### config.mk
export PLATFORM = sky130hd
export DESIGN_NAME = pfs_supervisor
export DESIGN_NICKNAME = d
export VERILOG_FILES = /design/src/rtl/pfs_pkg.sv /design/src/rtl/pfs_sync.sv /design/src/rtl/pfs_por_timer.sv /design/src/rtl/pfs_warn_irq.sv /design/src/rtl/pfs_supervisor.sv
export SDC_FILE = /design/constraint.sdc
export NUM_CORES = 1
export LEC_CHECK = 0
export BUFFER_PORTS_ARGS = -buffer_cell sky130_fd_sc_hd__buf_2
export CORE_MARGIN = 5
export CORE_UTILIZATION = 40
export DETAILED_ROUTE_END_ITERATION = 10
export PLACE_DENSITY_LB_ADDON = 0.05
export SETUP_SLACK_MARGIN = 0.1
export SLEW_MARGIN = 0
export SYNTH_ARGS = -nofsm -noshare
export SYNTH_HDL_FRONTEND = slang
export SYNTH_HIERARCHICAL = 1
export SYNTH_SLANG_ARGS = --single-unit
### constraint.sdc
create_clock -name clk -period 1.7 [get_ports clk]
set_input_delay 0.51 -clock clk [delete_from_list [all_inputs] [get_ports clk]]
set_output_delay 0.51 -clock clk [all_outputs]
set_load 0.05 [all_outputs]
### src/rtl/pfs_pkg.sv
package pfs_pkg;

    // synchronized view of all asynchronous inputs; prog_n is bit 0
    typedef struct packed {
        logic vwarn;
        logic vmin;
        logic vbat;
        logic ext_low;
        logic prog_n;
    } pfs_sync_t;

    localparam int unsigned SYNC_W = $bits(pfs_sync_t);
    localparam logic [SYNC_W-1:0] SYNC_RST = 5'b00001;

    typedef struct packed {
        logic pull_low;
        logic mains_ok;
        logic prog_prev;
        logic boot;
    } pfs_top_st_t;

    typedef struct packed {
        logic pending;
        logic armed;
    } pfs_irq_st_t;

endpackage

### src/rtl/pfs_sync.sv
module pfs_sync #(
    parameter int unsigned          W       = 1,
    parameter int unsigned          STAGES  = 2,
    parameter logic [W-1:0]         RST_VAL = '0
) (
    input  logic         clk,
    input  logic         rst_n,
    input  logic [W-1:0] din,
    output logic [W-1:0] dout
);
    for (genvar g = 0; g < W; g++) begin : g_bit
        logic [STAGES-1:0] chain_d, chain_q;

        always_comb begin
            chain_d = {chain_q[STAGES-2:0], din[g]};
        end

        always_ff @(posedge clk or negedge rst_n) begin
            if (!rst_n) chain_q <= {STAGES{RST_VAL[g]}};
            else        chain_q <= chain_d;
        end

        assign dout[g] = chain_q[STAGES-1];
    end
endmodule

### src/rtl/pfs_por_timer.sv
module pfs_por_timer #(
    parameter int unsigned LIMIT = 21504
) (
    input  logic clk,
    input  logic rst_n,
    input  logic hold,
    output logic busy
);
    localparam int unsigned CW = $clog2(LIMIT + 1);
    localparam logic [CW-1:0] LIM_V = CW'(LIMIT);

    logic [CW-1:0] cnt_d, cnt_q;

    always_comb begin
        cnt_d = cnt_q;
        if (hold)                cnt_d = '0;
        else if (cnt_q != LIM_V) cnt_d = cnt_q + 1'b1;
    end

    always_ff @(posedge clk or negedge rst_n) begin
        if (!rst_n) cnt_q <= '0;
        else        cnt_q <= cnt_d;
    end

    assign busy = (cnt_q != LIM_V);


    restart_busy_chk: assert property (@(posedge clk) disable iff (!rst_n)
        hold |=> busy);


    release_clean_chk: assert property (@(posedge clk) disable iff (!rst_n)
        $fell(busy) |-> !$past(hold));
endmodule

### src/rtl/pfs_warn_irq.sv
module pfs_warn_irq
    import pfs_pkg::*;
(
    input  logic clk,
    input  logic rst_n,
    input  logic warn_s,
    input  logic en,
    input  logic ack,
    output logic pending
);
    pfs_irq_st_t st_d, st_q;
    logic        set_w;

    always_comb begin
        set_w      = warn_s & en & st_q.armed;
        st_d       = st_q;
        st_d.pending = set_w | (st_q.pending & ~ack);
        if (set_w)       st_d.armed = 1'b0;
        else if (!warn_s) st_d.armed = 1'b1;
    end

    always_ff @(posedge clk or negedge rst_n) begin
        if (!rst_n) st_q <= '{pending: 1'b0, armed: 1'b1};
        else        st_q <= st_d;
    end

    assign pending = st_q.pending;


    irq_cause_chk: assert property (@(posedge clk) disable iff (!rst_n)
        $rose(pending) |-> ($past(en) && $past(warn_s)));


    irq_clear_chk: assert property (@(posedge clk) disable iff (!rst_n)
        $fell(pending) |-> $past(ack));
endmodule

### src/rtl/pfs_supervisor.sv
module pfs_supervisor
    import pfs_pkg::*;
#(
    parameter int unsigned POR_CYCLES  = 21504,
    parameter int unsigned SYNC_STAGES = 2,
    parameter logic [7:0]  IRQ_VECTOR  = 8'h2B
) (
    input  logic       clk,
    input  logic       rst_n,
    input  logic       vwarn_low_a,
    input  logic       vmin_low_a,
    input  logic       vbat_low_a,
    input  logic       warn_irq_en,
    input  logic       warn_irq_ack,
    input  logic       prog_req_n_a,
    input  logic       rst_line_in,
    output logic       warn_irq,
    output logic [7:0] warn_irq_vec,
    output logic       sys_reset,
    output logic       rst_line_pull_low,
    output logic       mains_ok,
    output logic       boot_req
);
    pfs_sync_t   raw_w, syn_w;
    pfs_top_st_t st_d, st_q;
    logic        cause_w;
    logic        busy_w;
    logic        pend_w;

    always_comb begin
        raw_w.vwarn   = vwarn_low_a;
        raw_w.vmin    = vmin_low_a;
        raw_w.vbat    = vbat_low_a;
        raw_w.ext_low = ~rst_line_in;
        raw_w.prog_n  = prog_req_n_a;
    end

    pfs_sync #(
        .W       (SYNC_W),
        .STAGES  (SYNC_STAGES),
        .RST_VAL (SYNC_RST)
    ) u_sync (
        .clk   (clk),
        .rst_n (rst_n),
        .din   (raw_w),
        .dout  (syn_w)
    );

    assign cause_w = syn_w.vmin | syn_w.ext_low;

    pfs_por_timer #(
        .LIMIT (POR_CYCLES)
    ) u_por (
        .clk   (clk),
        .rst_n (rst_n),
        .hold  (cause_w),
        .busy  (busy_w)
    );

    pfs_warn_irq u_irq (
        .clk     (clk),
        .rst_n   (rst_n),
        .warn_s  (syn_w.vwarn),
        .en      (warn_irq_en),
        .ack     (warn_irq_ack),
        .pending (pend_w)
    );

    always_comb begin
        st_d           = st_q;
        st_d.pull_low  = syn_w.vmin;
        st_d.mains_ok  = ~syn_w.vbat;
        st_d.prog_prev = syn_w.prog_n;
        st_d.boot      = st_q.prog_prev & ~syn_w.prog_n;
    end

    always_ff @(posedge clk or negedge rst_n) begin
        if (!rst_n) st_q <= '{pull_low: 1'b0, mains_ok: 1'b1, prog_prev: 1'b1, boot: 1'b0};
        else        st_q <= st_d;
    end

    assign sys_reset         = busy_w;
    assign rst_line_pull_low = st_q.pull_low;
    assign mains_ok          = st_q.mains_ok;
    assign boot_req          = st_q.boot;
    assign warn_irq          = pend_w;
    assign warn_irq_vec      = pend_w ? IRQ_VECTOR : 8'h00;


    pull_in_reset_chk: assert property (@(posedge clk) disable iff (!rst_n)
        rst_line_pull_low |-> sys_reset);


    boot_single_chk: assert property (@(posedge clk) disable iff (!rst_n)
        boot_req |=> !boot_req);
endmodule

==> impl_metrics.py <==
metrics = {
    "status": {
        "status": "finished with violations",
        "violations": "setup timing",
    },
    "power_and_ir_drop": {
        "p_per_area_nw_per_um2": 789,
        "p_leak_nw": 0.812,
        "p_clk_share_pct": 34.5,
        "p_int_mw": 1.04,
        "ir_drop_mv": 0.474,
        "seq_power_share_pct": 54.7,
        "p_comb_share_pct": 10.8,
        "swShare_pct": 26.3,
        "p_sw_uw": 372,
    },
    "yosys": {
        "ys_seq_area_share_pct": 55.9,
        "async_reset_ff_share_pct": 100,
        "synthAdderAreaFrac_pct": 1.79,
        "synth_top_flop_cell": "dfrtp_1",
        "synth_compound_area_share_pct": 8.13,
        "synthCells": 127,
        "synthMuxAreaShare_pct": 3.13,
        "yosys.area.top_type": "dfrtp_1",
        "netlist_top_cells_area": "dfrtp_1 46%, dfstp_2 9.4%, buf_4 7.0%",
        "synthMostInstantiatedCell": "dfrtp_1",
        "synth_commonest_cells": "26 x dfrtp_1, 13 x buf_4, 10 x inv_1, 8 x a21oi_1",
        "ys_seq_elements": 31,
        "synth_top_family_by_area": "simple AND/OR/NAND/NOR gates",
        "synth-simple-area-share_pct": 18.6,
        "syn_area_um2": 1400,
        "synth_cell_types": 32,
        "yosys_warnings": 6,
        "netlist.area_leader.share_pct": 46.5,
        "synth_edf_count": 0,
        "synth_xor_area_share_pct": 1.25,
        "avgSynthCellArea_um2": 11.0,
    },
    "critical_path": {
        "path_class": "reg2out",
        "end_kind": "output pin",
        "required_ps": 1190,
        "arrival_ps": 1590,
        "crit_path_cell_trace": "nor4_2 > and4_4 > clkinvlp_4 > buf_8",
        "path_buf_inv": 2,
        "crit_slowest_cell": "dfrtp_1",
        "critical_path_peak_fanout": 2,
        "critPathMaxStageDelay_ps": 400,
        "start_kind": "flop",
        "crit_family": "simple AND/OR/NAND/NOR gates",
    },
    "place": {
        "io_buffers": 17,
        "place_congestion": 0.757,
        "preCtsSetupSlack_ps": -112,
        "place_inst": 195,
        "dp_hpwl_um": 1720,
        "place_area_um2": 1580,
    },
    "detailed_routing": {
        "drt_iter0_drc": 61,
        "post_drt_wl_per_cell_um": 13.5,
        "drc": 0,
        "dr.pass1.iters": 4,
        "drtAntennaViolNets": 0,
        "viasPerCell": 4.97,
        "vias": 1038,
        "drt_wl_total_um": 2820,
    },
    "timing": {
        "fin_crit_sh_pct": 123,
        "slew_violations": 0,
        "skew_ps": 9.13,
        "finalHoldViolCount": 0,
        "fmax_ghz": 0.477,
        "setup_slack_ps": -396,
        "rsz0062_at_grt": "yes",
        "fin_crit_ps": 2100,
        "setup_viol_count_final": 1,
        "hold_slack_ps": 186,
        "fin_setup_tns_ps": -396,
    },
    "final_layout": {
        "diodes": 0,
        "layout-drive-gt1-share_pct": 44.8,
        "nets": 173,
        "design_area_um2": 1790,
        "syn_to_final_growth_pct": 28.1,
        "finalNonFillerCells": 209,
    },
    "grt": {
        "grtUsageMet1_pct": 13.2,
        "grt.met3_usage_pct": 4.36,
        "grt_busiest_layer": "met2",
        "grt_pass1_vias": 1052,
        "grt-ovfl-total": 0,
        "grt_first_pass_wirelength_um": 4610,
        "antenna_found_initial": 0,
        "grt_usage_pct": 12.0,
        "met2_usage_pct": 20.1,
        "grt_max_degree": 32,
    },
    "clock_tree": {
        "cts.clk_slew.worst_paths_ps": 100,
        "cts_buffer_depth": 2,
        "clock-sinks": 31,
        "postCtsHoldBufs": 0,
        "h-tree-depth": 2,
        "tritoncts": "yes",
        "worstSkewPairLatency_ps": 330,
        "cts_buffers": 5,
        "clockRootBuffer": "clkbuf_4",
    },
    "job": {
        "cap_violations": 0,
    },
    "floorplan": {
        "io-pin-count": 22,
        "rows": 21,
        "die_w_um": 69.2,
        "start_util_pct": 41.6,
        "core_area_um2": 3360,
        "chipHeight_um": 69.2,
        "dieArea_um2": 4780,
    },
    "hold_path": {
        "hold_path_class": "in2async",
    },
}
-- worst reg2reg max path, cell delays in order (launching register included) --
cell and delay (ps):
dfrtp_1 400, nor4_2 320, and4_4 290, buf_4 110, buf_6 100, mux2_2 320
-- cells by family after synthesis --
logic type / Yosys count
compound gates: 19
other cells: 1
xor+xnor: 2
flops: 31
mux: 4
buf+inv: 26
fa+ha+maj: 2
simple gates: 42
-- sequential cells by signal (all words and copies together), names as in the netlist --
register              cells
u_por/cnt_q              15
u_sync/g_bit.chain_q     10
boot_req                  1
mains_ok                  1
rst_line_pull_low         1
st_q                      1
u_irq/pending             1
u_irq/st_q                1
-- worst paths after layout --
check | cells after the start | to | from | slack [ps]
setup / recovery | 4 | sys_reset | u_por/cnt_q[6] | -400
hold / removal | 2 | u_por/cnt_q[5] | rst_n | 190
setup reg to reg | 5 | u_por/cnt_q[0] | u_por/cnt_q[6] | 40
hold reg to reg | 1 | mains_ok | u_sync/g_bit[2].chain_q[1] | 350
max in group asynchronous | 2 | u_sync/g_bit[0].chain_q[0] | rst_n | 1190
min in group clk | 1 | u_sync/g_bit[0].chain_q[0] | prog_req_n_a | 280
-- timing repair --
action,in CTS,in global routing
pin swaps,2,6
buffers inserted,0,6
endpoints found under the setup margin,5,7
resized for setup,5,15
cloned,0,1
-- layer usage --
metal	up-vias	share of wire (%)	wire length [µm]
met5	-	0	0
met4	0	2.1	59
met3	7	7.1	201
met2	36	50	1420
met1	495	40	1140
li1	500	-	-
-- cell usage in the layout (no fill, tap or decap), types with 2 or more instances in the layout --
cell | Yosys | routed
nand4_1 | 2 | 2
dfrtp_1 | 26 | 26
or4_1 | 4 | 3
nor4_2 | 0 | 2
buf_4 | 13 | 23
clkbuf_8 | 0 | 2
or3_1 | 4 | 4
o21ai_0 | 4 | 4
o31ai_1 | 4 | 4
ha_4 | 0 | 2
nand3_1 | 7 | 6
inv_1 | 10 | 7
clkbuf_4 | 0 | 5
buf_2 | 0 | 15
nor2b_1 | 3 | 3
a21oi_1 | 8 | 7
inv_2 | 0 | 2
nor2_1 | 7 | 7
dfstp_2 | 5 | 5
o21ai_2 | 2 | 2
nand2_1 | 3 | 3
nand2b_1 | 2 | 2
xor2_1 | 2 | 2
conb_1 | 1 | 4
mux2_2 | 3 | 3
-- power groups by stage --
stage	clock network, mW	registers (mW)	logic (mW)
after global routing	0.533	0.778	0.165
final	0.488	0.774	0.153
after global placement	0	0.787	0.147
after floorplan	0	0.810	0.102
after detailed placement	0	0.788	0.149
after CTS	0.509	0.774	0.150
-- area by class of cell --
| cell class | instances | area (µm²) |
|---|---|---|
| Clock buffer | 8 | 68.8 |
| Fill cell | 314 | 1570 |
| Inverter | 10 | 41.3 |
| Multi-Input combinational cell | 74 | 569 |
| Sequential cell | 31 | 782 |
| Tap cell | 46 | 57.6 |
| Timing Repair Buffer | 40 | 274 |
-- through the flow --
step | total power, mW | util (%)
floorplan | 0.913 | -
global placement | 0.935 | 46.9
detailed placement | 0.937 | 46.9
CTS | 1.43 | 49.6
global route | 1.48 | 53.3
finish | 1.42 | 53.3
Power figures use the tool's default switching activity.
